$ cat config.mk
export PLATFORM = sky130hd
export DESIGN_NAME = cntdn_timer
export DESIGN_NICKNAME = d
export VERILOG_FILES = /design/src/rtl/cntdn_pkg.sv /design/src/rtl/cntdn_prescale.sv /design/src/rtl/cntdn_core.sv /design/src/rtl/cntdn_timer.sv
export SDC_FILE = /design/constraint.sdc
export NUM_CORES = 1
export LEC_CHECK = 0
export ABC_AREA = 1
export BUFFER_PORTS_ARGS = -buffer_cell sky130_fd_sc_hd__buf_2
export CAP_MARGIN = 20
export CELL_PAD_IN_SITES_DETAIL_PLACEMENT = 0
export CELL_PAD_IN_SITES_GLOBAL_PLACEMENT = 1
export CORE_MARGIN = 5
export CORE_UTILIZATION = 45
export CTS_BUF_LIST = sky130_fd_sc_hd__clkbuf_16
export DETAILED_ROUTE_END_ITERATION = 8
export PLACE_DENSITY = 0.95
export SLEW_MARGIN = 20
export SYNTH_ARGS = -nofsm -noshare
export SYNTH_HDL_FRONTEND = slang
export SYNTH_SLANG_ARGS = --single-unit
$ cat constraint.sdc
create_clock -name clk -period 3.65 [get_ports clk]
set_clock_uncertainty 0.2 [all_clocks]
set_input_delay 0.1825 -clock clk [delete_from_list [all_inputs] [get_ports clk]]
set_output_delay 0.1825 -clock clk [all_outputs]
set_load 0.02 [all_outputs]
$ cat src/rtl/cntdn_pkg.sv
package cntdn_pkg;
    typedef enum logic [1:0] {
        SEL_INIT = 2'd0,
        SEL_DIV  = 2'd1,
        SEL_CTRL = 2'd2,
        SEL_CUR  = 2'd3
    } reg_sel_e;

    localparam int CTRL_MASK_BIT = 16;
    localparam int CTRL_PER_BIT  = 17;
    localparam int SHIFT_W       = 3;
    localparam logic [3:0] DIV_KEEP = 4'hB;
endpackage

$ cat src/rtl/cntdn_prescale.sv
module cntdn_prescale #(
    parameter int SHIFT_W = 3
) (
    input  logic               clk,
    input  logic               rst_n,
    input  logic               restart,
    input  logic [SHIFT_W-1:0] shift,
    output logic               tick
);
    localparam int PH_W = (1 << SHIFT_W) - 1;

    typedef struct packed {
        logic [PH_W-1:0] phase;
    } ps_state_t;

    ps_state_t st_d, st_q;
    logic [PH_W-1:0] sel_mask;

    always_comb begin
        sel_mask = ~({PH_W{1'b1}} << shift);
        tick     = !restart && ((st_q.phase & sel_mask) == sel_mask);
        st_d     = st_q;
        if (restart) st_d.phase = '0;
        else         st_d.phase = st_q.phase + 1'b1;
    end

    always_ff @(posedge clk or negedge rst_n) begin
        if (!rst_n) st_q <= '0;
        else        st_q <= st_d;
    end

    // with a shift of one or more, ticks never fall on adjacent clocks
    p_tick_gap_r2: assert property (@(posedge clk) disable iff (!rst_n)
        (tick && shift != '0 && !restart) |=> (!tick || shift == '0));
endmodule

$ cat src/rtl/cntdn_core.sv
module cntdn_core #(
    parameter int CNT_W = 32
) (
    input  logic             clk,
    input  logic             rst_n,
    input  logic             restart,
    input  logic [CNT_W-1:0] load_val,
    input  logic [CNT_W-1:0] init_val,
    input  logic             tick,
    input  logic             periodic,
    input  logic             masked,
    output logic [CNT_W-1:0] count,
    output logic             pulse
);
    localparam logic [CNT_W-1:0] ONE = CNT_W'(1);

    typedef struct packed {
        logic [CNT_W-1:0] cnt;
        logic             pulse;
    } core_state_t;

    core_state_t st_d, st_q;

    always_comb begin
        st_d       = st_q;
        st_d.pulse = 1'b0;
        if (restart) begin
            st_d.cnt = load_val;
        end else if (tick) begin
            if (st_q.cnt == '0) begin
                st_d.cnt = periodic ? init_val : '0;
            end else begin
                st_d.cnt   = st_q.cnt - ONE;
                st_d.pulse = (st_q.cnt == ONE) && !masked;
            end
        end
    end

    always_ff @(posedge clk or negedge rst_n) begin
        if (!rst_n) st_q <= '0;
        else        st_q <= st_d;
    end

    assign count = st_q.cnt;
    assign pulse = st_q.pulse;

    // a restart shows the written value on the next cycle
    p_reload_r5: assert property (@(posedge clk) disable iff (!rst_n)
        restart |=> (count == $past(load_val)));
    // one-shot count at zero stays at zero
    p_hold_zero_r3: assert property (@(posedge clk) disable iff (!rst_n)
        (!restart && !periodic && count == '0) |=> (count == '0));
    // a tick on a nonzero count lowers it by one
    p_step_r4: assert property (@(posedge clk) disable iff (!rst_n)
        (tick && !restart && count != '0) |=> (count == $past(count) - ONE));
    // the pulse lasts a single cycle and is absent when masked
    p_pulse_single_r7: assert property (@(posedge clk) disable iff (!rst_n)
        pulse |=> !pulse);
    p_pulse_unmasked_r7: assert property (@(posedge clk) disable iff (!rst_n)
        (tick && !restart && masked) |=> !pulse);
    // a zero count never produces a pulse on the next cycle unless it was one
    p_zero_quiet_r6: assert property (@(posedge clk) disable iff (!rst_n)
        (count == '0 && !restart) |=> !pulse);
endmodule

$ cat src/rtl/cntdn_timer.sv
module cntdn_timer #(
    parameter int CNT_W = 32,
    parameter int VEC_W = 8
) (
    input  logic             clk,
    input  logic             rst_n,
    input  logic             wr_en,
    input  logic [1:0]       wr_sel,
    input  logic [CNT_W-1:0] wr_data,
    output logic [CNT_W-1:0] cur_count,
    output logic             irq_pulse,
    output logic [VEC_W-1:0] irq_vector
);
    import cntdn_pkg::*;

    typedef struct packed {
        logic [CNT_W-1:0] init;
        logic [3:0]       div;
        logic             mask;
        logic             per;
        logic [VEC_W-1:0] vec;
    } regs_t;

    regs_t rg_d, rg_q;
    logic  wr_init;
    logic  tick;
    logic [SHIFT_W-1:0] shift;

    always_comb begin
        rg_d    = rg_q;
        wr_init = wr_en && (wr_sel == SEL_INIT);
        if (wr_en) begin
            case (wr_sel)
                SEL_INIT: rg_d.init = wr_data;
                SEL_DIV:  rg_d.div  = wr_data[3:0] & DIV_KEEP;
                SEL_CTRL: begin
                    rg_d.mask = wr_data[CTRL_MASK_BIT];
                    rg_d.per  = wr_data[CTRL_PER_BIT];
                    rg_d.vec  = wr_data[VEC_W-1:0];
                end
                default: ;
            endcase
        end
        shift = {rg_q.div[3], rg_q.div[1:0]} + SHIFT_W'(1);
    end

    always_ff @(posedge clk or negedge rst_n) begin
        if (!rst_n) begin
            rg_q      <= '0;
            rg_q.mask <= 1'b1;
        end else begin
            rg_q <= rg_d;
        end
    end

    cntdn_prescale #(.SHIFT_W(SHIFT_W)) u_ps (
        .clk     (clk),
        .rst_n   (rst_n),
        .restart (wr_init),
        .shift   (shift),
        .tick    (tick)
    );

    cntdn_core #(.CNT_W(CNT_W)) u_core (
        .clk      (clk),
        .rst_n    (rst_n),
        .restart  (wr_init),
        .load_val (wr_data),
        .init_val (rg_q.init),
        .tick     (tick),
        .periodic (rg_q.per),
        .masked   (rg_q.mask),
        .count    (cur_count),
        .pulse    (irq_pulse)
    );

    assign irq_vector = rg_q.vec;

    // bit 2 of the divide register never holds a one
    p_div_bit2_r1: assert property (@(posedge clk) disable iff (!rst_n)
        wr_en |=> (rg_q.div[2] == 1'b0));
    // a current-count write leaves every register unchanged
    p_cur_ignored_r8: assert property (@(posedge clk) disable iff (!rst_n)
        (wr_en && wr_sel == SEL_CUR) |=> $stable(rg_q));
    // the vector follows a control write on the next cycle
    p_vec_follow_r7: assert property (@(posedge clk) disable iff (!rst_n)
        (wr_en && wr_sel == SEL_CTRL) |=> (irq_vector == $past(wr_data[VEC_W-1:0])));
endmodule

==> summary.md <==
| Metric | Value |
|---|---|
| GP Congestion | 0.887 |
| # rows | 38 |
| Port Buffers | 77 |
| Inserted Clock Buffers | 9 |
| Clk Tree Root Cell | clkbuf_16 |
| Most used cell along the critical path | nand2_1 |
| Starting Density | between 40 and 50% |
| Hold Path Class | in -> reg |
| Vias in the first global route | approximately 4600 |
| # nets final | 794 |
| Post-synthesis mux area share | 1.37% |
| Crit path launch type | flip-flop |
| Syn Area/Cell | around 7.5 µm² |
| Status | finished, final reports clean |
| Synth Register Bits | 85 |
| Cell Chain, Critical Path | ha_1, inv_1, ha_1, o21ai_0, nand2_1, nand4_1, nand2_1, inv_1, nand2_1, nand2_1, inv_1, nand2_1 |
| Die area | between 0.01 and 0.015 mm² |
| Remaining antenna violation count | 0 |
| Die W | 115 µm |
| Area share of fa/ha/maj cells after synthesis | about 1.8% |
| Post-DR vias/cell | between 5 and 6 |
| Syn nets | around 700 |
| Longest Clk Path Bufs | 2 |
| CTS sink cnt | between 80 and 90 |
| Unrepaired setup endpoints after global routing | no |
| Post-Place Setup Slack | about 830 ps |
| Setup repair bufs after CTS | 0 |
| Largest family of logic cells by synthesized area | simple AND/OR/NAND/NOR gates |
| Simple-gate share of the synthesized area | 31.8% |
| Slew at the pin closest to its max-slew limit | between 700 and 800 ps |
| HPWL Detailed | approximately 9 mm |
| Total Neg Setup Slack | 0 ps |
| Diode count | 0 |
| Crit share post-route | roughly 77% |
| Wire length per cell | roughly 15 µm |
| CP max stage delay | 640 ps |
| CTS tree | built |
| Final setup fails | 0 |
| Utilization after layout | 55.8% |
| Worst VDD drop | a little under 0.0005 V |
| XOR/XNOR Fraction of Synth Area | 3.37% |
| DR DRC count | 0 |
| Design Power | about 4400 µW |
| First-pass GRT wire length | 21.9 mm |
| Cell area after synthesis | a little under 0.005 mm² |
| Vias | around 4600 |
| Final wirelength | 13.0 mm |
| DR iter-0 viols | ~240 |
| First-pass DRT Iterations | 7 |
| Placed instance area | 0.00535 mm² |
| Worst EP arrival | 2880 ps |
| Final min period | around 2800 ps |
| Share of layout cells above drive strength 1 | between 10% and 20% |
| Io pins | between 70 and 80 |
| R2r setup slk | 860 ps |
| Critical path class | reg -> reg |
| Initial antenna violation count | 0 |
| Largest net degree at the start of global routing | between 80 and 90 |
| Highest fanout seen on the critical path | 21 |
| H-tree depth | 3 |
| EDFF count, synth | 0 |
| Yosys warns | 0 |
| Fin worst setup slack | 856 ps |
| Post-synthesis sequential area ratio | 43.1% |
| Reported max-cap violation count | 0 |
| Slowest-stage cell, CP | inv_1 |
| Worst-path clk slew | ~60 ps |
| Worst skew pair latency | 340 ps |
| Die height | ~110 µm |
| Fillers | 1004 |
| Fmax | 358 MHz |
| Total GRT Usage | approximately a fifth |
| Critical Path RT | ~3700 ps |
| Total gr overflow | 0 |
| Mapped Cells | 655 |
| Leak pwr | around 0.0031 µW |
| Storage element area | around 0.0021 mm² |
| Hold buffer count at cts | 33 |
| Crit path capture type | flip-flop |
| Slew margin rel. | about half |
| Area growth syn-to-layout | 21.9% |
| FFs w/ async S/R, synth | 100% |
| Power Density | around 730 mW/mm² |
| Synth Flop Type | dfrtp_1 |
| Pins over their slew limit | 0 |
| Fin area | 0.00602 mm² |
| Compound-gate portion of the synthesized area | under 10% |
| Area of the multi-input gates | approximately 0.0023 mm² |
| Core area | 0.0108 mm² |
| Cell variety after synth | 33 |
| Final Hold Fails | 0 |
| CTS resizes | 0 |
## cell usage after synthesis, types with 6 or more instances
cell type / n / area (µm²)
nand2_1: 178 / 668
dfrtp_1: 84 / 2100
inv_1: 79 / 297
nand3_1: 65 / 325
o21ai_0: 55 / 275
nor2_1: 51 / 191
o21ai_1: 20 / 100
xor2_1: 14 / 123
clkbuf_1: 13 / 48.8
nor2_2: 11 / 68.8
nand4_1: 10 / 62.6
buf_4: 9 / 67.6
a21oi_1: 7 / 35.0
ha_1: 7 / 87.6
nor2_4: 7 / 78.8
mux2_2: 6 / 67.6
## where the power goes
| part | leakage [µW] | internal [µW] | switching, µW |
|---|---|---|---|
| Combinational | 0.00190 | 620 | 1170 |
| Sequential | 0.00106 | 1210 | 361 |
| Clock | 0.000173 | 662 | 365 |
| Total | 0.00313 | 2490 | 1890 |
## worst paths after layout
check / startpoint / end / cells past startpoint
min in group asynchronous: rst_n / rg_q[25] / 2
worst max register to register: rg_q[10] / u_core.count[19] / 12
worst min-delay path: wr_sel[0] / rg_q[13] / 3
worst max-delay path: rg_q[10] / u_core.count[19] / 12
max in group asynchronous: rst_n / rg_q[20] / 2
worst min register to register: rg_q[40] / rg_q[40] / 2
## stage by stage
| step | hold slack (ps) | instances |
|---|---|---|
| after detailed placement | 220 | 846 |
| after global placement | 217 | 846 |
| after global routing | 102 | 895 |
| after CTS | 57.0 | 895 |
| after floorplan | -313 | 655 |
| final | 58.0 | 895 |
## layer usage
metal	track usage (%)	part of all wire, %	up-vias
met2	35.0	47	134
met3	4.00	5.9	14
met1	27.2	45	2162
li1	-	-	2266
met5	0	0	-
met4	5.56	1.2	0
## registers in the layout (all words and copies together) (netlist names)
| register | cells |
|---|---|
| u_core.count | 32 |
| u_core.pulse | 1 |
| rg_q | 37 |
| u_ps.st_q | 7 |
| irq_vector | 8 |
## kinds of logic (layout without fill, tap and decap cells)
group,Yosys count,count (layout)
XOR/XNOR,19,19
multiplexers,6,6
buffers and inverters,111,211
flip-flops,85,85
AO/OA/AOI/OAI,86,86
AND/OR/NAND/NOR,341,341
adder cells (fa/ha/maj),7,7
## worst max-delay path: cells and delay by family, from the launching register on
kind,cells,cell delay (ps)
AO/OA/AOI/OAI,1,170
adder cells (fa/ha/maj),2,460
buffers and inverters,3,740
flip-flops,1,390
AND/OR/NAND/NOR,6,760
## final cells by class
cell class | count | share of cell area [%]
Clock buffer | 9 | 3.74
Clock inverter | 7 | 1.83
Inverter | 83 | 5.19
Multi-Input combinational cell | 459 | 38.8
Sequential cell | 85 | 35.3
Tap cell | 140 | 2.91
Timing Repair Buffer | 112 | 12.2
## layout by cell type, fill, tap and decap left out, types with 9 or more instances in the layout
cell type,n
nand3_1,65
xor2_1,14
dfrtp_1,84
nand2_1,178
inv_1,82
nor2_1,51
clkbuf_16,9
dlygate4sd3_1,33
nand4_1,10
o21ai_1,20
o21ai_0,55
buf_2,76
nor2_2,11
Power figures use the tool's default switching activity.
